<file path="src/rtl/pwm_slice_pkg.sv">
package pwm_slice_pkg;
  parameter int CNT_W  = 16;
  parameter int DIV_W  = 12;
  parameter int FRAC_W = 4;

  typedef struct packed {
    logic             en;
    logic             pc;
    logic             invA;
    logic             invB;
    logic [DIV_W-1:0] div;
    logic [CNT_W-1:0] top;
    logic [CNT_W-1:0] cmpA;
    logic [CNT_W-1:0] cmpB;
  } cfg_t;

  typedef struct packed {
    logic tick;
    logic run;
  } strobe_t;
endpackage

</file>
<file path="src/rtl/pwm_ctrl.sv">
module pwm_ctrl
  import pwm_slice_pkg::*;
#(
  parameter int ADDR_W = 3
) (
  input  logic              clk,
  input  logic              rstN,
  input  logic              cfgWe,
  input  logic [ADDR_W-1:0] cfgAddr,
  input  logic [CNT_W-1:0]  cfgData,
  input  logic              advReq,
  input  logic              retReq,
  output cfg_t              cfgQ,
  output strobe_t           strb,
  output logic              advBusy,
  output logic              retBusy
);
  localparam int ACC_W = DIV_W + 1;
  localparam logic [ACC_W-1:0] STEP = ACC_W'(1) << FRAC_W;
  localparam logic [DIV_W-1:0] DIV_ONE = DIV_W'(1) << FRAC_W;

  logic [ACC_W-1:0] acc;
  logic [ACC_W-1:0] divVal;
  logic [ACC_W-1:0] accNext;
  logic             natTick;
  logic             unusedBits;

  assign unusedBits = ^cfgData[CNT_W-1:DIV_W];

  // integer part of zero stands for 256
  assign divVal  = {(cfgQ.div[DIV_W-1:FRAC_W] == '0), cfgQ.div};
  assign accNext = acc + STEP;
  assign natTick = cfgQ.en && (accNext >= divVal);

  assign strb.run  = cfgQ.en;
  assign strb.tick = cfgQ.en && ((natTick && !retBusy) || (!natTick && advBusy));

  always_ff @(posedge clk) begin
    if (!rstN) begin
      cfgQ    <= '{en: 1'b0, pc: 1'b0, invA: 1'b0, invB: 1'b0,
                   div: DIV_ONE, top: '1, cmpA: '0, cmpB: '0};
      acc     <= '0;
      advBusy <= 1'b0;
      retBusy <= 1'b0;
    end else begin
      if (!cfgQ.en)     acc <= '0;
      else if (natTick) acc <= accNext - divVal;
      else              acc <= accNext;

      advBusy <= cfgQ.en && ((advBusy && natTick) || advReq);
      retBusy <= cfgQ.en && ((retBusy && !natTick) || retReq);

      if (cfgWe) begin
        case (cfgAddr)
          ADDR_W'(0): begin
            cfgQ.en   <= cfgData[0];
            cfgQ.pc   <= cfgData[1];
            cfgQ.invA <= cfgData[2];
            cfgQ.invB <= cfgData[3];
          end
          ADDR_W'(1): cfgQ.div  <= cfgData[DIV_W-1:0];
          ADDR_W'(2): cfgQ.top  <= cfgData;
          ADDR_W'(3): cfgQ.cmpA <= cfgData;
          ADDR_W'(4): cfgQ.cmpB <= cfgData;
          default: ;
        endcase
      end
    end
  end
endmodule

</file>
<file path="src/rtl/pwm_dp.sv">
module pwm_dp
  import pwm_slice_pkg::*;
(
  input  logic             clk,
  input  logic             rstN,
  input  cfg_t             cfgQ,
  input  strobe_t          strb,
  output logic [CNT_W-1:0] count,
  output logic             wrap,
  output logic             outA,
  output logic             outB
);
  logic [CNT_W-1:0] actTop;
  logic [CNT_W-1:0] actCmpA;
  logic [CNT_W-1:0] actCmpB;
  logic             dirDown;
  logic             atEnd;
  logic             wrapNow;
  logic             unusedDp;

  assign unusedDp = ^{cfgQ.div, cfgQ.en};

  assign atEnd   = (count >= actTop);
  assign wrapNow = strb.tick && (cfgQ.pc ? (dirDown && count == '0) : atEnd);

  assign outA = (actCmpA > count) ^ cfgQ.invA;
  assign outB = (actCmpB > count) ^ cfgQ.invB;

  always_ff @(posedge clk) begin
    if (!rstN) begin
      count   <= '0;
      dirDown <= 1'b0;
      wrap    <= 1'b0;
      actTop  <= '1;
      actCmpA <= '0;
      actCmpB <= '0;
    end else begin
      wrap <= wrapNow;
      if (!cfgQ.pc) dirDown <= 1'b0;
      if (strb.tick) begin
        if (cfgQ.pc) begin
          if (!dirDown) begin
            if (atEnd) dirDown <= 1'b1;
            else       count   <= count + 1'b1;
          end else begin
            if (count == '0) dirDown <= 1'b0;
            else             count   <= count - 1'b1;
          end
        end else begin
          count <= atEnd ? '0 : count + 1'b1;
        end
      end
      if (!strb.run || wrapNow) begin
        actTop  <= cfgQ.top;
        actCmpA <= cfgQ.cmpA;
        actCmpB <= cfgQ.cmpB;
      end
    end
  end
endmodule

</file>
<file path="src/rtl/pwm_slice.sv">
module pwm_slice
  import pwm_slice_pkg::*;
#(
  parameter int ADDR_W = 3
) (
  input  logic              clk,
  input  logic              rstN,
  input  logic              cfgWe,
  input  logic [ADDR_W-1:0] cfgAddr,
  input  logic [CNT_W-1:0]  cfgData,
  input  logic              advReq,
  input  logic              retReq,
  output logic [CNT_W-1:0]  count,
  output logic              wrap,
  output logic              outA,
  output logic              outB,
  output logic              advBusy,
  output logic              retBusy
);
  cfg_t    cfgQ;
  strobe_t strb;

  pwm_ctrl #(.ADDR_W(ADDR_W)) ctrl_i (
    .clk(clk), .rstN(rstN), .cfgWe(cfgWe), .cfgAddr(cfgAddr), .cfgData(cfgData),
    .advReq(advReq), .retReq(retReq), .cfgQ(cfgQ), .strb(strb),
    .advBusy(advBusy), .retBusy(retBusy)
  );

  pwm_dp dp_i (
    .clk(clk), .rstN(rstN), .cfgQ(cfgQ), .strb(strb),
    .count(count), .wrap(wrap), .outA(outA), .outB(outB)
  );
endmodule

</file>
<file path="config.mk">
export PLATFORM = sky130hd
export DESIGN_NAME = pwm_slice
export DESIGN_NICKNAME = d
export VERILOG_FILES = /design/src/rtl/pwm_slice_pkg.sv /design/src/rtl/pwm_ctrl.sv /design/src/rtl/pwm_dp.sv /design/src/rtl/pwm_slice.sv
export SDC_FILE = /design/constraint.sdc
export NUM_CORES = 1
export LEC_CHECK = 0
export ABC_AREA = 1
export BUFFER_PORTS_ARGS = -buffer_cell sky130_fd_sc_hd__buf_2
export CORE_UTILIZATION = 44
export CTS_CLUSTER_DIAMETER = 200
export DETAILED_ROUTE_END_ITERATION = 16
export GPL_ROUTABILITY_DRIVEN = 1
export HOLD_SLACK_MARGIN = 0.02
export PLACE_DENSITY = 0.67
export REMOVE_ABC_BUFFERS = 1
export SYNTH_ARGS = -nofsm -noshare
export SYNTH_HDL_FRONTEND = slang
export SYNTH_SLANG_ARGS = --single-unit
export TNS_END_PERCENT = 100
</file>
<file path="constraint.sdc">
create_clock -name clk -period 2.8 [get_ports clk]
set_input_delay 0.14 -clock clk [delete_from_list [all_inputs] [get_ports clk]]
set_output_delay 0.14 -clock clk [all_outputs]
set_load 0.01 [all_outputs]
</file>
# [Word level (Yosys, flattened, before mapping)]
# Cells that the tools add are included.
[word_totals] ff_bits=145 input_bits=24 out_inout_bits=21 elab_cells=73
[op_classes] addsub=4 order_cmp=4 eq_ne=6 muxes=13 bitwise=2 reduce_logical=27
[op_table] operator="$mux 16" n=5
[op_table] operator="$gt 16x16->1" n=2
[op_table] operator="$add 16x1->16 const B" n=1
[op_table] operator="$ge 16x16->1" n=1
[op_table] operator="$logic_not 16->1" n=1
[op_table] operator="$sub 16x1->16 const B" n=1
[op_table] operator="$add 13x5->13 const B" n=1
[op_table] operator="$ge 13x13->1" n=1
[op_table] operator="$mux 13" n=1
[op_table] operator="$sub 13x13->13" n=1
[op_table] operator="$reduce_and 2->1" n=6
[op_table] operator="$logic_and 1x1->1" n=10
[op_table] operator="$logic_not 8->1" n=1
[op_table] operator="$mux 1" n=7
[op_table] operator="$eq 3x2->1 const B" n=2
[op_table] operator="$logic_or 1x1->1" n=4
[op_table] operator="$eq 3x1->1 const B" n=1
[op_table] operator="$eq 3x3->1 const B" n=1
[op_table] operator="$logic_not 1->1" n=3
[op_table] operator="$logic_not 3->1" n=1
[op_table] operator="$ne 3x2->1 const B" n=1
[op_table] operator="$ne 3x3->1 const B" n=1
[op_table] operator="$reduce_and 3->1" n=1
[op_table] operator="$xor 1x1->1" n=2

# [Logic depth before layout (Yosys ltp)]
# Gate-level depths: netlist of the first run.
[depth] word_depth=9 depth_mapped=21 mapped_depth_nobuf=20

# [Modules after synthesis]
# A second synthesis of the first run with hierarchy kept.
[hier_totals] hier_cells=1245 hier_area_um2=8401.8
[by_module_without_submodules] module="pwm_dp" instances=1 cells_per_inst=718 area_per_inst_um2=4649.5 seq_area_each_um2=1321.3
[by_module_without_submodules] module="pwm_ctrl" instances=1 cells_per_inst=527 area_per_inst_um2=3752.3 seq_area_each_um2=1581.5

# [Worst setup path after synthesis of the first run]
# OpenSTA, ideal clock, no wires.
[synth_timing] path_kind="flip-flop to flip-flop" from="register ctrl_i.acc[4]" to="register dp_i.actTop[10]" setup_ps=134 t_arrival_ps=2582 required_time_ps=2666 path_slack_ps=84 stages_incl_launch_ff=18 n_path_buf=1 synth_period_minus_slack_ps=2716 path_cell_list="dfxtp_1 > ha_1 > nand3_1 > nand3b_1 > nand3b_1 > xnor2_1 > ha_1 > a21oi_1 > nand2_1 > nor2_2 > nand3_4 > nand2_2 > nand2_2 > nor2_4 > nand2_4 > buf_4 > nand3_1 > nand3_1"
[synth_between] elab_chain_len=9 elab_cells_between_ends=10 cone_classes="1 x add/sub; 1 x order compare; 8 x reduce/logical"
[synth_rtl] element="from (decl)" line_no="pwm_ctrl.sv:22" source="logic [ACC_W-1:0] acc;"
[synth_rtl] element="from (signal assigned)" line_no="pwm_ctrl.sv:47" source="else if (natTick) acc <= accNext - divVal;"
[synth_rtl] element="from (signal assigned)" line_no="pwm_ctrl.sv:48" source="else acc <= accNext;"
[synth_rtl] element="$add 13x5->13 (*)" line_no="pwm_ctrl.sv:32" source="assign accNext = acc + STEP;"
[synth_rtl] element="$ge 13x13->1 (*)" line_no="pwm_ctrl.sv:33" source="assign natTick = cfgQ.en && (accNext >= divVal);"
[synth_rtl] element="$logic_and 1x1->1 (*)" line_no="pwm_ctrl.sv:33"
[synth_rtl] element="$logic_not 1->1" line_no="pwm_ctrl.sv:36" source="assign strb.tick = cfgQ.en && ((natTick && !retBusy) || (!natTick && advBusy));"
[synth_rtl] element="$logic_and 1x1->1" line_no="pwm_ctrl.sv:36"
[synth_rtl] element="$logic_or 1x1->1 (*)" line_no="pwm_ctrl.sv:36"
[synth_rtl] element="$logic_and 1x1->1 (*)" line_no="pwm_ctrl.sv:36"
[synth_rtl] element="$logic_and 1x1->1 (*)" line_no="pwm_dp.sv:24" source="assign wrapNow = strb.tick && (cfgQ.pc ? (dirDown && count == '0) : atEnd);"
[synth_rtl] element="$logic_or 1x1->1 (*)" line_no="pwm_dp.sv:53" source="if (!strb.run || wrapNow) begin"
[synth_rtl] element="to (signal assigned)" line_no="pwm_dp.sv:54" source="actTop <= cfgQ.top;"
[synth_rtl] element="to (decl)" line_no="pwm_dp.sv:13" source="logic [CNT_W-1:0] actTop;"
# Every way passes the cells marked *; elsewhere a longest branch is shown, timed or not.
# A chain may end at the register's enable or synchronous reset.

# [Worst setup path in the final report of the first run]
[layout_timing] from="register ctrl_i.acc[5]" to="register dp_i.actCmpA[11]"
[layout_between] elab_chain_len=9 elab_cells_between_ends=10 cone_classes="1 x add/sub; 1 x order compare; 8 x reduce/logical"
[layout_rtl] element="$add 13x5->13 (*)" line_no="pwm_ctrl.sv:32"
[layout_rtl] element="$ge 13x13->1 (*)" line_no="pwm_ctrl.sv:33"
[layout_rtl] element="$logic_and 1x1->1 (*)" line_no="pwm_ctrl.sv:33"
[layout_rtl] element="$logic_not 1->1" line_no="pwm_ctrl.sv:36"
[layout_rtl] element="$logic_and 1x1->1" line_no="pwm_ctrl.sv:36"
[layout_rtl] element="$logic_or 1x1->1 (*)" line_no="pwm_ctrl.sv:36"
[layout_rtl] element="$logic_and 1x1->1 (*)" line_no="pwm_ctrl.sv:36"
[layout_rtl] element="$logic_and 1x1->1 (*)" line_no="pwm_dp.sv:24"
[layout_rtl] element="$logic_or 1x1->1 (*)" line_no="pwm_dp.sv:53"
[layout_rtl] element="to (signal assigned)" line_no="pwm_dp.sv:55" source="actCmpA <= cfgQ.cmpA;"
[layout_rtl] element="to (decl)" line_no="pwm_dp.sv:14" source="logic [CNT_W-1:0] actCmpA;"
# Marks and branches as above.

==> results of run 1 <==
[flip-flops by register name, summed over array words and instances (netlist names)]
register / count
dp_i.dirDown: 1
ctrl_i.retBusy: 1
ctrl_i.cfgQ: 64
dp_i.actTop: 16
ctrl_i.advBusy: 1
dp_i.wrap: 1
dp_i.actCmpA: 16
dp_i.actCmpB: 16
dp_i.count: 16
ctrl_i.acc: 13
[worst min-delay path: stages]
cell and delay [ps]:
buf_2 150, nand2_1 70, nand3_1 70
[cells in the mapped netlist (all sizes together)]
library cell	number
a211oi	1
a21boi	1
a21o	6
a21oi	108
a31oi	2
buf	19
clkbuf	31
clkinv	1
dfxtp	145
fa	1
ha	65
inv	145
nand2	248
nand3	111
nand3b	5
nand4	10
nor2	160
nor3	17
nor4	1
o211ai	6
o21a	3
o21ai	88
o21bai	2
o221a	1
o221ai	1
o31ai	2
or2	1
xnor2	8
xor2	17
[routing by layer]
metal  global-route usage [%]  part of all wire (%)
met5                        0                     0
met3                     3.61                   3.4
met4                     8.30                   2.2
met1                     29.3                    47
met2                     38.8                    47
[cell families (layout without fill, tap and decap cells)]
kind of cell / Yosys count / after routing / synth area share, %
buf+inv: 196 / 285 / 9.87
xor+xnor: 25 / 25 / 2.64
simple gates: 553 / 553 / 28.3
compound gates: 221 / 221 / 14.1
fa+ha+maj: 66 / 66 / 10.1
flops: 145 / 145 / 35.0
[cell type report]
| type | count | area [sq um] | share of cell area [%] |
|---|---|---|---|
| sequential | 145 | 2910 | 28.9 |
| tap | 229 | 287 | 2.85 |
| inverter | 146 | 551 | 5.47 |
| clock buffer | 21 | 460 | 4.57 |
| timing repair buffer | 108 | 850 | 8.44 |
| multi-input combinational | 865 | 4880 | 48.5 |
| clock inverter | 10 | 134 | 1.33 |
[what timing repair did]
action / 4_1_cts / 5_1_grt
cloned: 0 / 0
hold buffers: 14 / 0
endpoints found under the hold margin: 24 / 0
pin swaps: 8 / 9
gates resized for setup: 43 / 50
setup endpoints to repair: 79 / 83
buffers inserted: 2 / 6
[power by group through the flow]
| stage | clock, mW | sequential [mW] | combinational [mW] |
|---|---|---|---|
| final | 2.30 | 2.20 | 0.982 |
| after global routing | 2.41 | 2.21 | 1.10 |
| after CTS | 2.33 | 2.20 | 0.891 |
| after detailed placement | 0 | 2.24 | 0.844 |
| after global placement | 0 | 2.24 | 0.832 |
| after floorplan | 0 | 2.24 | 0.564 |
[worst max-delay path by stage]
stage / slack, ps / start / endpoint
finish: -50 / ctrl_i.acc[5] / dp_i.actCmpA[11]
CTS: -50 / ctrl_i.acc[5] / dp_i.actCmpA[13]
global placement: -60 / ctrl_i.acc[4] / dp_i.count[13]
detailed placement: -190 / ctrl_i.acc[4] / dp_i.count[3]
global route: -280 / ctrl_i.acc[5] / dp_i.actCmpA[2]
floorplan: -280 / ctrl_i.acc[4] / dp_i.count[5]
[through the flow]
stage / power [mW] / std cells / setup TNS [ps] / setup WS, ps
after floorplan: 2.80 / 1156 / -14310 / -283
after global placement: 3.07 / 1471 / -960 / -56.9
after detailed placement: 3.09 / 1471 / -7920 / -189
after CTS: 5.43 / 1518 / -1080 / -49.7
after global routing: 5.72 / 1524 / -16610 / -283
final: 5.49 / 1524 / -917 / -52.7
==> run metrics, run 1 <==
status finished, violations left; failing checks design-rule violations, negative setup slack; hold path cells 3; Critical-path top delay cell dfxtp_2; Worst Reg-to-Reg Cells 17; num rows 49; Worst EP required 3110 ps; share of post-route cells with drive strength above 1 15.6%; vias in the first global route 7,407; die span in x 139 um; reg2reg start ctrl_i.acc[5]; die height 139 um; gr ovfl total 0; internal power 3.98 mW; gate count after technology mapping 1,206; min cycle time layout 2850 ps; Pwr per Cell Area 545 mW/mm^2; Antenna diodes 0; # port buffers 44; commonest non-fill, non-tap cells in the layout nand2_1, nor2_1, inv_1; root buf cell clkbuf_16; Synth cell types 41; number of remaining DRC errors 4; Largest delay share family, worst path simple AND/OR/NAND/NOR gates; Total GRT Usage 22.9%; post-route cell area 0.0101 sq mm; Via-to-Cell Ratio 5.13; worst-margin pin slew 782 ps; Final GP Congestion 0.940; max incr delay on CP 350 ps; # Max-Cap Violations 0; crit path cell chain ha_4 -> nand3_2 -> nand3b_1 -> nand3b_1 -> xnor2_2 -> ha_4 -> a21oi_1 -> nand2_1 -> nor2_4 -> nand3_4 -> nand2_4 -> nand2_4 -> nor2_4 -> nand2_4 -> buf_12 -> a21oi_1 -> nor2_1; part of the Yosys area used for sequential elements 35.0%; crit path max fanout 21; DP HPWL 15,400 um; endpoint class of the critical path flip-flop; Placed Area 0.00890 sq mm; Tightest Hold Check Type primary input to flip-flop; CTS tree done; Starting Density 45.5%; # IOs 45; Critical Path Start Type flip-flop; routed wire length 21,500 um; syn_area_per_cell 6.87 sq um; Worst Path Buf+Inv 1; Sw Ratio 27.4%; unrepaired setup endpoints after global routing yes; # H-tree levels 4; clock sinks 145; Logic pwr share 17.9%; Core Area 0.0182 sq mm; final worst slack -52.7 ps; deepest clock path buffer count 2; WP depth 17; Final Util 55.3%; largest cells by area after synthesis dfxtp_1, nand2_1, ha_1, nor2_1, nand3_1; drt wl/cell 14.1 um; cell accounting for the most synthesized area dfxtp_1; flop2flop setup slack -50 ps; Iter 0 DRT Violations 474; most common cell after layout, fill and taps aside nand2_1; worst skew pair latency 430 ps; global-route wire length before repair 35,700 um; largest net degree at the start of global routing 93; Setup Viol. Count Final 44; WP data arrival 3170 ps; via count 7,815; Die ar. 0.0194 sq mm; Clock Skew 8.21 ps; upper clock frequency limit 0.351 GHz; P_sw 1.51 mW; Post-DRT Antenna Nets 0; Final Cycle Share 102%; fin. max-slew vios 0; Synth Warn # 0; Hold Path Origin cfgData[2]; Total Nets Final 1,373; CTS clock-pin slew for the worst setup and hold paths 60 ps; Final Hold Fails 0; Filler Cells Inserted 1,732; Post-Synthesis Cell Area 0.00829 sq mm; slew margin rel. 47.9%; initial antenna violation count 0; Worst VDD drop 0.000418 V; Worst Hold End ctrl_i.cfgQ[34]; Most Frequent Cell on Critical Path nand2_4; FF-to-FF End dp_i.actCmpA[11]; LEAKAGE 4.88 nW; worst hold slack 41.8 ps; crit path kind flip-flop to flip-flop; Pre-Repair DR Iteration Count 11; Area Growth Syn to Fin 21.5%; post-synth top area share 35.0%; Seq pwr share 40.1%; total CTS buffers 17; Clk network pwr share 42.0%; #FFs+latches synth 145
No activity file was read; power rests on OpenSTA's default activity.
==> inputs of run 2 (changes only) <==
--- a/config.mk
+++ b/config.mk
@@ -8,6 +8,7 @@
 export ABC_AREA = 1
 export BUFFER_PORTS_ARGS = -buffer_cell sky130_fd_sc_hd__buf_2
 export CORE_UTILIZATION = 44
+export CTS_BUF_LIST = sky130_fd_sc_hd__clkbuf_16
 export CTS_CLUSTER_DIAMETER = 200
 export DETAILED_ROUTE_END_ITERATION = 16
 export GPL_ROUTABILITY_DRIVEN = 1
@@ -16,5 +17,6 @@
 export REMOVE_ABC_BUFFERS = 1
 export SYNTH_ARGS = -nofsm -noshare
 export SYNTH_HDL_FRONTEND = slang
+export SYNTH_HIERARCHICAL = 1
 export SYNTH_SLANG_ARGS = --single-unit
 export TNS_END_PERCENT = 100
==> run metrics, run 2 <==
status finished, violations left (unchanged); failing checks negative setup slack (was design-rule violations, negative setup slack); post-route cell area 0.0105 sq mm (was 0.0101 sq mm); crit path kind flip-flop to flip-flop (unchanged); Final Cycle Share 105% (was 102%); Post-Synthesis Cell Area 0.00840 sq mm (was 0.00829 sq mm); commonest non-fill, non-tap cells in the layout nand2_1, nor2_1, inv_1 (unchanged); initial antenna violation count 1 (was 0); syn_area_per_cell 6.75 sq um (was 6.87 sq um); Pwr per Cell Area 526 mW/mm^2 (was 545 mW/mm^2); DP HPWL 15,500 um (was 15,400 um); Synth top cells by count nand2_1, nor2_1, inv_1 (was nand2_1, nor2_1, dfxtp_1); #FFs+latches synth 145 (unchanged); clock sinks 145 (unchanged); Final Hold Fails 0 (unchanged); Total Nets Final 1,412 (was 1,373); Placed Area 0.00898 sq mm (was 0.00890 sq mm); # Max-Cap Violations 0 (unchanged); Clock Skew 10.2 ps (was 8.21 ps); deepest clock path buffer count 2 (unchanged); worst-margin pin slew 554 ps (was 782 ps); # IOs 45 (unchanged); gate count after technology mapping 1,245 (was 1,206); largest cells by area after synthesis dfxtp_1, nand2_1, ha_1, nand3_1, nor2_1 (was dfxtp_1, nand2_1, ha_1, nor2_1, nand3_1); Iter 0 DRT Violations 449 (was 474); Pre-Repair DR Iteration Count 5 (was 11); global-route wire length before repair 36,800 um (was 35,700 um); total CTS buffers 17 (unchanged); setup TNS -5010 ps (was -917 ps); Synth Warn # 6 (was 0); routed wire length 22,500 um (was 21,500 um); Core Area 0.0187 sq mm (was 0.0182 sq mm); Filler Cells Inserted 1,729 (was 1,732); Starting Density 44.9% (was 45.5%); most frequent cell after synthesis nand2_1 (unchanged); Tightest Hold Check Type primary input to flip-flop (unchanged); Post-DRT Antenna Nets 0 (unchanged); final worst slack -128 ps (was -52.7 ps); Worst VDD drop 0.000407 V (was 0.000418 V); max reg flops 64 (unchanged); hold path cells 3 (unchanged); die span in x 140 um (was 139 um); Setup Viol. Count Final 64 (was 44); async set-reset flop share out of synthesis 0% (unchanged); slew margin rel. 63.0% (was 47.9%); most common cell after layout, fill and taps aside nand2_1 (unchanged); number of remaining DRC errors 0 (was 4); Synth cell types 39 (was 41); share of post-route cells with drive strength above 1 18.4% (was 15.6%); dominant synthesized flop cell dfxtp_1 (unchanged); via count 8,050 (was 7,815); part of the Yosys area used for sequential elements 34.5% (was 35.0%); min cycle time layout 2930 ps (was 2850 ps); # port buffers 44 (unchanged); root buf cell clkbuf_16 (unchanged); Via-to-Cell Ratio 5.13 (about the same); # H-tree levels 4 (unchanged); upper clock frequency limit 0.342 GHz (was 0.351 GHz); CTS clock-pin slew for the worst setup and hold paths 60 ps (about the same); fin. max-slew vios 0 (unchanged); WP data arrival 3250 ps (was 3170 ps); worst skew pair latency 430 ps (about the same); gr ovfl total 0 (unchanged); die height 140 um (was 139 um); vias in the first global route 7,693 (was 7,407); CTS tree done (unchanged); LEAKAGE 5.07 nW (was 4.88 nW); largest register by flop count ctrl_i/cfgQ (was ctrl_i.cfgQ); EDFF count, synth 0 (unchanged); Total GRT Usage 23.5% (was 22.9%); cell accounting for the most synthesized area dfxtp_1 (unchanged); Critical Path Start Type flip-flop (unchanged); Worst Reg-to-Reg Cells 20 (was 17); Die ar. 0.0197 sq mm (was 0.0194 sq mm); unrepaired setup endpoints after global routing yes (unchanged); endpoint class of the critical path flip-flop (unchanged); drt wl/cell 14.3 um (was 14.1 um); Worst EP required 3120 ps (was 3110 ps); Final GP Congestion 0.901 (was 0.940); worst hold slack 32.4 ps (was 41.8 ps); largest net degree at the start of global routing 122 (was 93); crit path max fanout 19 (was 21); post-synth top area share 34.5% (was 35.0%); Area Growth Syn to Fin 24.5% (was 21.5%); Pwr Total 5.50 mW (was 5.49 mW); num rows 50 (was 49); Antenna diodes 0 (unchanged)
run 2: cell types whose count changed in the layout (fill, tap and decap cells not counted), sizes merged, moves of 9 or more:
cell   delta
nand3    +24
nand2    +24
o21ai    -12
a21oi     -9
nor2     +17
inv      +13
run 2: per-layer routing:
layer / track usage, % / vias to the layer above / share of wire [%]
met1: 28.8 / 3681 / 45
li1: - / 4161 / -
met2: 41.1 / 170 / 49
met3: 3.93 / 38 / 3.9
met5: 0 / - / 0
met4: 8.62 / 0 / 2.3
run 2: where the power goes:
| group | switching [mW] | internal (mW) | total (mW) |
|---|---|---|---|
| sequential | 0.0672 | 2.14 | 2.21 |
| clock | 0.887 | 1.38 | 2.26 |
| combinational | 0.626 | 0.407 | 1.03 |
| total | 1.58 | 3.92 | 5.50 |
run 2: area by class of cell:
cell class | instances | area, sq um | share of cell area (%)
clock buffer | 17 | 425 | 4.07
clock inverter | 14 | 150 | 1.44
inverter | 157 | 592 | 5.66
multi-input combinational | 891 | 5150 | 49.3
sequential | 145 | 2910 | 27.8
tap | 234 | 293 | 2.80
timing repair buffer | 110 | 936 | 8.95
run 2: cells by family after synthesis:
kind of cell / Yosys count / synth area share [%]
compound gates: 185 / 11.4
xor+xnor: 26 / 2.71
flops: 145 / 34.5
fa+ha+maj: 66 / 9.92
buf+inv: 210 / 10.0
simple gates: 613 / 31.4
run 2: final timing paths:
path	startpoint	to	slack, ps
worst max-delay path	ctrl_i/acc[4]	dp_i/actCmpA[1]	-130
worst min-delay path	cfgData[1]	ctrl_i/cfgQ[33]	30
worst max register to register	ctrl_i/acc[4]	dp_i/actCmpA[1]	-130
worst min register to register	ctrl_i/cfgQ[23]	ctrl_i/cfgQ[23]	450
run 2: stage by stage:
| stage | setup slack, ps | utilization (%) | instances |
|---|---|---|---|
| 2_1_floorplan | -680 | - | 1192 |
| 3_3_place_gp | -258 | 48.0 | 1505 |
| 3_5_place_dp | -377 | 48.0 | 1505 |
| 4_1_cts | -16.8 | 53.2 | 1558 |
| 5_1_grt | -294 | 55.9 | 1568 |
| 6_report | -128 | 55.9 | 1568 |
run 2: critical path, cell delays in order, from the launching register on:
cell and delay (ps):
dfxtp_2 350, ha_4 150, nand2_4 50, nor2_4 130, nand3_4 100, xor2_2 210, inv_2 70, ha_4 300
nand2_2 70, nor2_4 80, nand2_1 60, nor2_2 120, nor2_4 60, nand3_4 60, nor2_1 40, nor2_1 110
buf_4 180, nand3_4 180, clkbuf_16 260, a21oi_1 140, nor2_1 60
run 2: what timing repair did:
action,4_1_cts,5_1_grt
hold endpoints to repair,24,0
hold buffers,16,0
setup endpoints to repair,65,67
pin swaps,9,18
cloned,0,7
setup buffers,6,3
resized for setup,39,80
